## src/rtl/nco_dac_pkg.sv

```systemverilog
package nco_dac_pkg;

    // Code-to-step mapping; the encoding is the mode_i port value.
    typedef enum logic [1:0] {
        MAP_PLAIN     = 2'b00,
        MAP_FILL      = 2'b01,
        MAP_BIAS      = 2'b10,
        MAP_PLAIN_ALT = 2'b11
    } map_mode_e;

    // Load sequencer states.
    typedef enum logic [1:0] {
        ST_IDLE = 2'b00,
        ST_MAP  = 2'b01,
        ST_RUN  = 2'b10
    } load_state_e;

endpackage

```

## src/rtl/nco_incr_map.sv

```systemverilog
module nco_incr_map
    import nco_dac_pkg::*;
#(
    parameter int ACC_W  = 32,
    parameter int CODE_W = 12
) (
    input  map_mode_e          mode_i,
    input  logic [CODE_W-1:0]  code_i,
    input  logic [ACC_W-1:0]   bias_i,
    output logic [ACC_W-1:0]   step_o
);
    localparam int COARSE_SH = ACC_W - CODE_W;
    localparam int FILL_SH   = ACC_W - 2 * CODE_W;

    logic [ACC_W-1:0] code_ext;
    logic [ACC_W-1:0] step_coarse;
    logic [ACC_W-1:0] step_fill;
    logic [ACC_W-1:0] step_bias;

    assign code_ext    = {{(ACC_W - CODE_W){1'b0}}, code_i};
    assign step_coarse = code_ext << COARSE_SH;
    // Code repeated once below itself, then moved up to full scale.
    assign step_fill   = ((code_ext << CODE_W) + code_ext) << FILL_SH;
    // Fixed fraction on top of the shifted code, wrapping modulo 2^ACC_W.
    assign step_bias   = step_coarse + bias_i;

    always_comb begin
        unique case (mode_i)
            MAP_FILL:      step_o = step_fill;
            MAP_BIAS:      step_o = step_bias;
            MAP_PLAIN,
            MAP_PLAIN_ALT: step_o = step_coarse;
            default:       step_o = step_coarse;
        endcase
    end

endmodule

```

## src/rtl/nco_dither_lfsr.sv

```systemverilog
module nco_dither_lfsr #(
    parameter int              LFSR_W   = 16,
    parameter logic [LFSR_W-1:0] TAPS   = 16'hB400,
    parameter logic [LFSR_W-1:0] SEED   = 16'hACE1,
    parameter int              DITHER_W = 4
) (
    input  logic                clk_i,
    input  logic                rst_i,
    output logic [DITHER_W-1:0] dither_o
);
    logic [LFSR_W-1:0] lfsr_q;
    logic [LFSR_W-1:0] lfsr_d;

    // Galois form: shift right, fold the taps in when a one drops out.
    always_comb begin
        lfsr_d = {1'b0, lfsr_q[LFSR_W-1:1]};
        if (lfsr_q[0]) begin
            lfsr_d = lfsr_d ^ TAPS;
        end
    end

    always_ff @(posedge clk_i) begin
        if (rst_i) begin
            lfsr_q <= SEED;
        end else begin
            lfsr_q <= lfsr_d;
        end
    end

    assign dither_o = lfsr_q[DITHER_W-1:0];

endmodule

```

## src/rtl/nco_phase_acc.sv

```systemverilog
module nco_phase_acc #(
    parameter int ACC_W    = 32,
    parameter int DITHER_W = 4,
    parameter bit COMP_EN  = 1'b1
) (
    input  logic                clk_i,
    input  logic                rst_i,
    input  logic [ACC_W-1:0]    step_i,
    input  logic [DITHER_W-1:0] dither_i,
    input  logic                dither_en_i,
    output logic                pulse_o,
    output logic                pulse_n_o
);
    logic [ACC_W:0]   dith_ext;
    logic [ACC_W:0]   step_sum;
    logic [ACC_W-1:0] step_eff;
    logic [ACC_W:0]   phase_sum;
    logic [ACC_W-1:0] phase_q;
    logic             pulse_q;

    assign dith_ext  = dither_en_i ? {{(ACC_W + 1 - DITHER_W){1'b0}}, dither_i} : '0;
    assign step_sum  = {1'b0, step_i} + dith_ext;
    // Saturate so that dither can never wrap a near-full-scale step to a small one.
    assign step_eff  = step_sum[ACC_W] ? {ACC_W{1'b1}} : step_sum[ACC_W-1:0];
    assign phase_sum = {1'b0, phase_q} + {1'b0, step_eff};

    always_ff @(posedge clk_i) begin
        if (rst_i) begin
            phase_q <= '0;
            pulse_q <= 1'b0;
        end else begin
            phase_q <= phase_sum[ACC_W-1:0];
            pulse_q <= phase_sum[ACC_W];
        end
    end

    assign pulse_o = pulse_q;

    generate
        if (COMP_EN) begin : g_comp
            logic pulse_n_q;
            always_ff @(posedge clk_i) begin
                if (rst_i) begin
                    pulse_n_q <= 1'b1;
                end else begin
                    pulse_n_q <= ~phase_sum[ACC_W];
                end
            end
            assign pulse_n_o = pulse_n_q;
        end else begin : g_no_comp
            assign pulse_n_o = 1'b0;
        end
    endgenerate

endmodule

```

## src/rtl/nco_dac_top.sv

```systemverilog
module nco_dac_top
    import nco_dac_pkg::*;
#(
    parameter int                ACC_W     = 32,
    parameter int                CODE_W    = 12,
    parameter int                DITHER_W  = 4,
    parameter int                LFSR_W    = 16,
    parameter logic [LFSR_W-1:0] LFSR_TAPS = 16'hB400,
    parameter logic [LFSR_W-1:0] LFSR_SEED = 16'hACE1,
    parameter bit                COMP_EN   = 1'b1
) (
    input  logic              clk_i,
    input  logic              rst_i,
    input  logic [1:0]        mode_i,
    input  logic [31:0]       bias_i,
    input  logic              dither_en_i,
    input  logic [11:0]       code_i,
    input  logic              load_i,
    output logic              pulse_o,
    output logic              pulse_n_o
);
    load_state_e       state_q;
    load_state_e       state_d;
    logic [CODE_W-1:0] code_q;
    logic [ACC_W-1:0]  incr_q;
    logic [ACC_W-1:0]  mapped_step;
    logic [DITHER_W-1:0] dither;
    logic              capture_code;
    logic              commit_step;

    // Next-state logic.
    always_comb begin
        state_d = state_q;
        unique case (state_q)
            ST_IDLE: if (load_i) state_d = ST_MAP;
            ST_MAP:  state_d = load_i ? ST_MAP : ST_RUN;
            ST_RUN:  if (load_i) state_d = ST_MAP;
            default: state_d = ST_IDLE;
        endcase
    end

    // State register.
    always_ff @(posedge clk_i) begin
        if (rst_i) begin
            state_q <= ST_IDLE;
        end else begin
            state_q <= state_d;
        end
    end

    // State outputs.
    always_comb begin
        capture_code = load_i;
        commit_step  = (state_q == ST_MAP);
    end

    always_ff @(posedge clk_i) begin
        if (rst_i) begin
            code_q <= '0;
            incr_q <= '0;
        end else begin
            if (capture_code) code_q <= code_i[CODE_W-1:0];
            if (commit_step)  incr_q <= mapped_step;
        end
    end

    nco_incr_map #(
        .ACC_W  (ACC_W),
        .CODE_W (CODE_W)
    ) u_map (
        .mode_i (map_mode_e'(mode_i)),
        .code_i (code_q),
        .bias_i (bias_i[ACC_W-1:0]),
        .step_o (mapped_step)
    );

    nco_dither_lfsr #(
        .LFSR_W   (LFSR_W),
        .TAPS     (LFSR_TAPS),
        .SEED     (LFSR_SEED),
        .DITHER_W (DITHER_W)
    ) u_lfsr (
        .clk_i    (clk_i),
        .rst_i    (rst_i),
        .dither_o (dither)
    );

    nco_phase_acc #(
        .ACC_W    (ACC_W),
        .DITHER_W (DITHER_W),
        .COMP_EN  (COMP_EN)
    ) u_acc (
        .clk_i       (clk_i),
        .rst_i       (rst_i),
        .step_i      (incr_q),
        .dither_i    (dither),
        .dither_en_i (dither_en_i),
        .pulse_o     (pulse_o),
        .pulse_n_o   (pulse_n_o)
    );

endmodule

```

## config.mk

```make
export PLATFORM = sky130hd
export DESIGN_NAME = nco_dac_top
export DESIGN_NICKNAME = d
export VERILOG_FILES = /design/src/rtl/nco_dac_pkg.sv /design/src/rtl/nco_incr_map.sv /design/src/rtl/nco_dither_lfsr.sv /design/src/rtl/nco_phase_acc.sv /design/src/rtl/nco_dac_top.sv
export SDC_FILE = /design/constraint.sdc
export NUM_CORES = 1
export LEC_CHECK = 0
export BUFFER_PORTS_ARGS = -buffer_cell sky130_fd_sc_hd__buf_2
export CAP_MARGIN = 15
export CORE_UTILIZATION = 30
export CTS_BUF_LIST = sky130_fd_sc_hd__clkbuf_16
export CTS_CLUSTER_DIAMETER = 100
export DETAILED_ROUTE_END_ITERATION = 8
export PLACE_DENSITY_LB_ADDON = 0.08
export SLEW_MARGIN = 20
export SYNTH_ARGS = -nofsm -noshare
export SYNTH_HDL_FRONTEND = slang
export SYNTH_SLANG_ARGS = --single-unit
```

## constraint.sdc

```tcl
create_clock -name clk_i -period 6.6 [get_ports clk_i]
set_input_delay 1.32 -clock clk_i [delete_from_list [all_inputs] [get_ports clk_i]]
set_output_delay 1.32 -clock clk_i [all_outputs]
set_load 0.1 [all_outputs]
```

==> results of run 1 <==
-- sequential cells by signal, summed over array words and instances (netlist names) --
signal and cells:
u_acc.pulse_n_o 1, state_q 2, incr_q 32, u_acc.pulse_o 1
u_acc.phase_q 32, code_q 12, u_lfsr.lfsr_q 16
-- per-stage QoR --
stage	util	area, um2	total power [mW]	setup slack (ns)	hold WS, ns
CTS	0.351	6920	1.52	1.32	0.415
global route	0.351	6920	1.59	1.03	0.443
floorplan	-	6110	0.902	1.50	0.389
detailed placement	0.336	6630	0.990	0.956	0.400
finish	0.351	6920	1.50	1.36	0.414
global placement	0.336	6630	0.989	1.03	0.397
-- worst max-delay path by stage --
stage,from,end,slack [ns]
floorplan,dither_en_i,u_acc.phase_q[24]$_SDFF_PP0_,1.50
global placement,dither_en_i,u_acc.phase_q[24]$_SDFF_PP0_,1.03
detailed placement,dither_en_i,u_acc.phase_q[24]$_SDFF_PP0_,0.96
CTS,dither_en_i,u_acc.phase_q[24]$_SDFF_PP0_,1.32
global route,dither_en_i,u_acc.phase_q[24]$_SDFF_PP0_,1.03
finish,dither_en_i,u_acc.phase_q[24]$_SDFF_PP0_,1.36
-- kinds of logic (layout without fill, tap and decap cells) --
group | count (synthesis) | after routing | synth area share
xor gates and xnor gates | 52 | 52 | 0.0745
buffers and inverters | 47 | 91 | 0.0297
muxes | 16 | 16 | 0.0270
DFF | 96 | 96 | 0.315
and+or+nand+nor | 299 | 299 | 0.232
adders and majority gates | 56 | 56 | 0.118
AOI/OAI and AO/OA | 187 | 187 | 0.203
-- cell usage after synthesis, types with 20 or more instances --
cell and count:
dfxtp_1 96, nor2_1 84, nand2_1 68, a21oi_1 54, ha_1 53, o21ai_0 39, nand3_1 35, nor3_1 30
xnor2_1 29, a221oi_1 25, xor2_1 23, clkbuf_1 20
-- power breakdown --
part | total (mW) | switching (mW) | internal [mW] | leakage [nW]
sequential | 0.660 | 0.0325 | 0.628 | 0.790
clock | 0.521 | 0.257 | 0.264 | 0.144
combinational | 0.317 | 0.185 | 0.132 | 2.06
total | 1.50 | 0.474 | 1.02 | 3.00
-- metal layers --
layer,wire length [um],vias to the layer above,part of all wire
met5,0,-,0
met4,261,0,0.015
met3,515,14,0.030
met2,7920,94,0.47
met1,8300,2630,0.49
li1,-,2800,-
-- layout by cell type, fill, tap and decap left out, types with 11 or more instances in the layout --
| cell | Yosys | routed |
|---|---|---|
| a221oi_1 | 25 | 25 |
| nor2b_1 | 16 | 15 |
| nand2_1 | 68 | 68 |
| xor2_1 | 23 | 23 |
| and3_1 | 11 | 11 |
| buf_2 | 4 | 51 |
| a21o_1 | 14 | 14 |
| inv_1 | 17 | 17 |
| ha_1 | 53 | 53 |
| o21ai_0 | 39 | 39 |
| dfxtp_1 | 96 | 96 |
| a21oi_1 | 54 | 54 |
| nand4_1 | 15 | 15 |
| a211oi_1 | 15 | 15 |
| nor2_1 | 84 | 84 |
| nor3_1 | 30 | 30 |
| mux2i_1 | 12 | 12 |
| xnor2_1 | 29 | 29 |
| nand3_1 | 35 | 35 |
-- area by class of cell --
cell class | count | area share
clock buffers | 9 | 0.0325
clock inverters | 7 | 0.00904
inverters | 17 | 0.00922
well taps | 265 | 0.0479
flip-flops and latches | 96 | 0.278
multi-input cells | 610 | 0.579
repair buffers | 58 | 0.0445
==> results.toml, run 1 <==
[global_routing]
grt_use_total = 0.173
grt_pass1_vias = 5359
grt_max_degree = 51
gr-max-usage-layer = "met2"
grt_use_met1 = 0.230
antenna_found_initial = 0
use_met2 = 0.289
grt_first_pass_wirelength_um = 27600
met3_usage = 0.0290
grt_remaining_overflow = 0

[timing]
worst_pin_slew_ns = 0.849
clock-skew-final_ns = 0.00799
fin_crit_sh = 0.794
tns_ns = 0
period_needed_ns = 5.24
timing_max_transition_violations_final = 0
fmax_mhz = 191
hold_viol = 0
rsz0062_at_grt = "false"
setup_viol = 0
relSlewSlack = 0.434

[place]
portBuffers = 51
routabilityCongestion = 0.851
dp_cells = 1046
dp_hpwl_um = 13100

[clock_network]
post_cts_buffers = 0
path_clk_slew_ns = 0.08
clockBufferDepth = 2
hold_buffers = 0
cts-resized-gates = 0
cts_tree = "built"
clk-insertion-delay-late_ns = 0.35
cts_sinks = 96
cts-root-buf = "clkbuf_16"
cts_made_buffers = 9
cts_max_level = 3

[worst_setup_path]
arrival_ns = 5.48
slowest_stage = "a211o_1"
timing.rr.start = "u_lfsr.lfsr_q[0]$_SDFF_PP1_"
path_class = "in -> reg"
cp_num_cells = 18
timing.rr.end = "u_acc.phase_q[24]$_SDFF_PP0_"
path_cells = "buf_2 -> and2_1 -> ha_1 -> fa_1 -> a21oi_1 -> o21bai_1 -> nand4_1 -> or3_1 -> buf_4 -> o21ai_0 -> ha_1 -> o211ai_2 -> a21oi_1 -> a211oi_1 -> o211ai_2 -> a211o_1 -> o31ai_2 -> mux2_1"
end_kind = "flip-flop"
required_ns = 6.83
max_stage_delay_ns = 0.42
crit_fanout = 16
reg2reg_depth = 17
r2r_setup_slack_ns = 2.03
start_kind = "input port"
cp.buffers_inverters = 2
critical-path-top-delay-family = "compound AO/OA/AOI/OAI gates"

[worst_hold_path]
hp-class = "reg -> reg"
min_to = "u_lfsr.lfsr_q[11]$_SDFF_PP1_"
worstHoldStart = "u_lfsr.lfsr_q[12]$_SDFF_PP0_"
holdPathStages = 1

[final_layout]
multi_input_area_mm2 = 0.00401
antenna_cells = 0
seqCellArea_mm2 = 0.00192
fin_cells = 1062
fill_cells = 2052
fin_nets = 898
area_growth_syn_to_layout_pct = 13.3
drive_above_1_share = 0.115

[yosys]
synth_edf_count = 0
ys_seq_elements = 96
synthCells = 753
synth-seq-area-share = 0.315
avgSynthCellArea_um2 = 8.11
syn-num-nets = 859
synth.top_cell.area_share = 0.315
synth_cell_types = 53
yosys_warnings = 0
synth-async-reset-ratio = 0
yosys.area.top_type = "dfxtp_1"
synth_area_leaders = "dfxtp_1 31%, ha_1 11%, nor2_1 5.2%"
netlist_area_mm2 = 0.00611
ys.flop_type = "dfxtp_1"

[route]
routed-via-count = 5538
ant_nets = 0
drc = 0
wl_um = 17000
drt-initial-drc-count = 337
wire_per_inst_um = 16.0
first_pass_iters = 5
vias_per_cell = 5.21

[power]
p_leak_nw = 3.00
peakVddDrop_mv = 0.116
power_density_mw_per_mm2 = 216

[run]
drv_cap = 0

[floorplanning]
die_w_um = 145
initial_core_util = 0.310
die_y_um = 145
num_rows = 51
die-area_mm2 = 0.0209
io_pins = 52
core_mm2 = 0.0197

[run_status]
status = "completed"
Note: power is estimated with default switching activity, not from simulation.
==> run 2, diff against run 1 <==
==> constraint.sdc (replaced) <==
create_clock -name clk_i -period 5.25 [get_ports clk_i]
set_input_delay 1.05 -clock clk_i [delete_from_list [all_inputs] [get_ports clk_i]]
set_output_delay 1.05 -clock clk_i [all_outputs]
set_load 0.1 [all_outputs]
==> results.toml, run 2 (same netlist as run 1, synthesis figures left out) <==
[route]
drt-initial-drc-count = 339
first_pass_iters = 5
wire_per_inst_um = 15.9
wl_um = 17100
drc = 0
routed-via-count = 5446
ant_nets = 0
vias_per_cell = 5.07

[place]
routabilityCongestion = 0.857
place_ws_ns = 0.146
portBuffers = 51
post_dp_cell_area_mm2 = 0.00672
dp_cells = 1058
dp_hpwl_um = 13300

[timing]
finalWorstSetupSlack_ns = 0.488
period_needed_ns = 4.76
hold_viol = 0
worst_pin_slew_ns = 0.815
fin_crit_sh = 0.907
tns_ns = 0
timing_max_transition_violations_final = 0
fmax_mhz = 210
setup_viol = 0
clock-skew-final_ns = 0.00970
fin_hold_ws_ns = 0.411
rsz0062_at_grt = "false"
relSlewSlack = 0.457

[clock_network]
clk-insertion-delay-late_ns = 0.36
hold_buffers = 0
cts_made_buffers = 9
post_cts_buffers = 0
cts-root-buf = "clkbuf_16"
cts-resized-gates = 0
cts_tree = "built"
clockBufferDepth = 2
cts_sinks = 96
cts_max_level = 3
path_clk_slew_ns = 0.07

[floorplanning]
die_w_um = 145
num_rows = 51
die_y_um = 145
initial_core_util = 0.310
die-area_mm2 = 0.0209
core_mm2 = 0.0197
io_pins = 52

[power]
peakVddDrop_mv = 0.130
power_density_mw_per_mm2 = 272
total_power_mw = 1.91
p_leak_nw = 3.05

[global_routing]
grt_use_total = 0.175
grt_pass1_vias = 5399
gr-max-usage-layer = "met2"
met3_usage = 0.0293
use_met2 = 0.289
grt_use_met1 = 0.235
antenna_found_initial = 0
grt_first_pass_wirelength_um = 28200
grt_remaining_overflow = 0
grt_max_degree = 77

[worst_setup_path]
path_class = "in -> reg"
end_kind = "flip-flop"
timing.rr.start = "u_lfsr.lfsr_q[0]$_SDFF_PP1_"
timing.rr.end = "u_acc.phase_q[30]$_SDFF_PP0_"
reg2reg_depth = 18
required_ns = 5.50
start_kind = "input port"
arrival_ns = 5.01
endpoint = "u_acc.phase_q[30]$_SDFF_PP0_"
r2r_setup_slack_ns = 0.80
crit_fanout = 6
crit_path_start = "dither_en_i"

[final_layout]
drive_above_1_share = 0.129
fin_cells = 1074
area_growth_syn_to_layout_pct = 14.9
antenna_cells = 0
fin_nets = 910
final_cell_area_mm2 = 0.00702
largestRegisters = "incr_q (32), u_acc.phase_q (32), u_lfsr.lfsr_q (16)"
final_util = 0.356
layout_common_cells = "96 x dfxtp_1, 84 x nor2_1, 68 x nand2_1"
final_common_cell = "dfxtp_1"

[worst_hold_path]
hp-class = "reg -> reg"

[run_status]
status = "completed"

[run]
drv_cap = 0
## run 2: changes by cell type in the layout (fill, tap and decap cells not counted)
cell        delta
buf_4         +12
inv_6          +1
clkinv_8       +1
clkinvlp_4     +1
clkinv_2       -1
clkinv_4       -2
## run 2: critical path, stage by stage
cell and delay [ns]:
buf_2 0.09, and2_1 0.11, ha_1 0.17, fa_1 0.21
a21oi_1 0.08, o21bai_1 0.20, nand4_1 0.17, or3_1 0.44
nand2b_1 0.12, ha_1 0.19, inv_1 0.06, fa_1 0.39
nand2b_1 0.18, a21oi_1 0.23, a211oi_1 0.11, o211ai_2 0.38
a21oi_1 0.13, o221ai_1 0.30, mux2_2 0.37
## run 2: area by class of cell
type	instances	area [um2]
clock inverters	7	72.6
clock buffers	9	225
flip-flops and latches	96	1920
repair buffers	70	398
well taps	265	332
inverters	17	63.8
fillers	2083	12700
multi-input cells	610	4010
## run 2: where the power goes
part	internal [mW]	switching, mW
Sequential	0.789	0.0410
Combinational	0.171	0.236
Clock	0.337	0.338
Total	1.30	0.615
## run 2: worst min-delay path by stage
stage / startpoint / end / slack [ns] / cells after the start
after floorplan: u_lfsr.lfsr_q[12]$_SDFF_PP0_ / u_lfsr.lfsr_q[11]$_SDFF_PP1_ / 0.39 / 1
after global placement: u_lfsr.lfsr_q[12]$_SDFF_PP0_ / u_lfsr.lfsr_q[11]$_SDFF_PP1_ / 0.40 / 1
after detailed placement: u_lfsr.lfsr_q[12]$_SDFF_PP0_ / u_lfsr.lfsr_q[11]$_SDFF_PP1_ / 0.39 / 1
after CTS: u_lfsr.lfsr_q[12]$_SDFF_PP0_ / u_lfsr.lfsr_q[11]$_SDFF_PP1_ / 0.41 / 1
after global routing: u_lfsr.lfsr_q[12]$_SDFF_PP0_ / u_lfsr.lfsr_q[11]$_SDFF_PP1_ / 0.43 / 1
final: u_lfsr.lfsr_q[12]$_SDFF_PP0_ / u_lfsr.lfsr_q[11]$_SDFF_PP1_ / 0.41 / 1
## run 2: routing by layer
layer / part of all wire / up-vias
met3: 0.027 / 15
met4: 0.014 / 0
met1: 0.49 / 2525
li1: - / 2818
met5: 0 / -
met2: 0.47 / 88
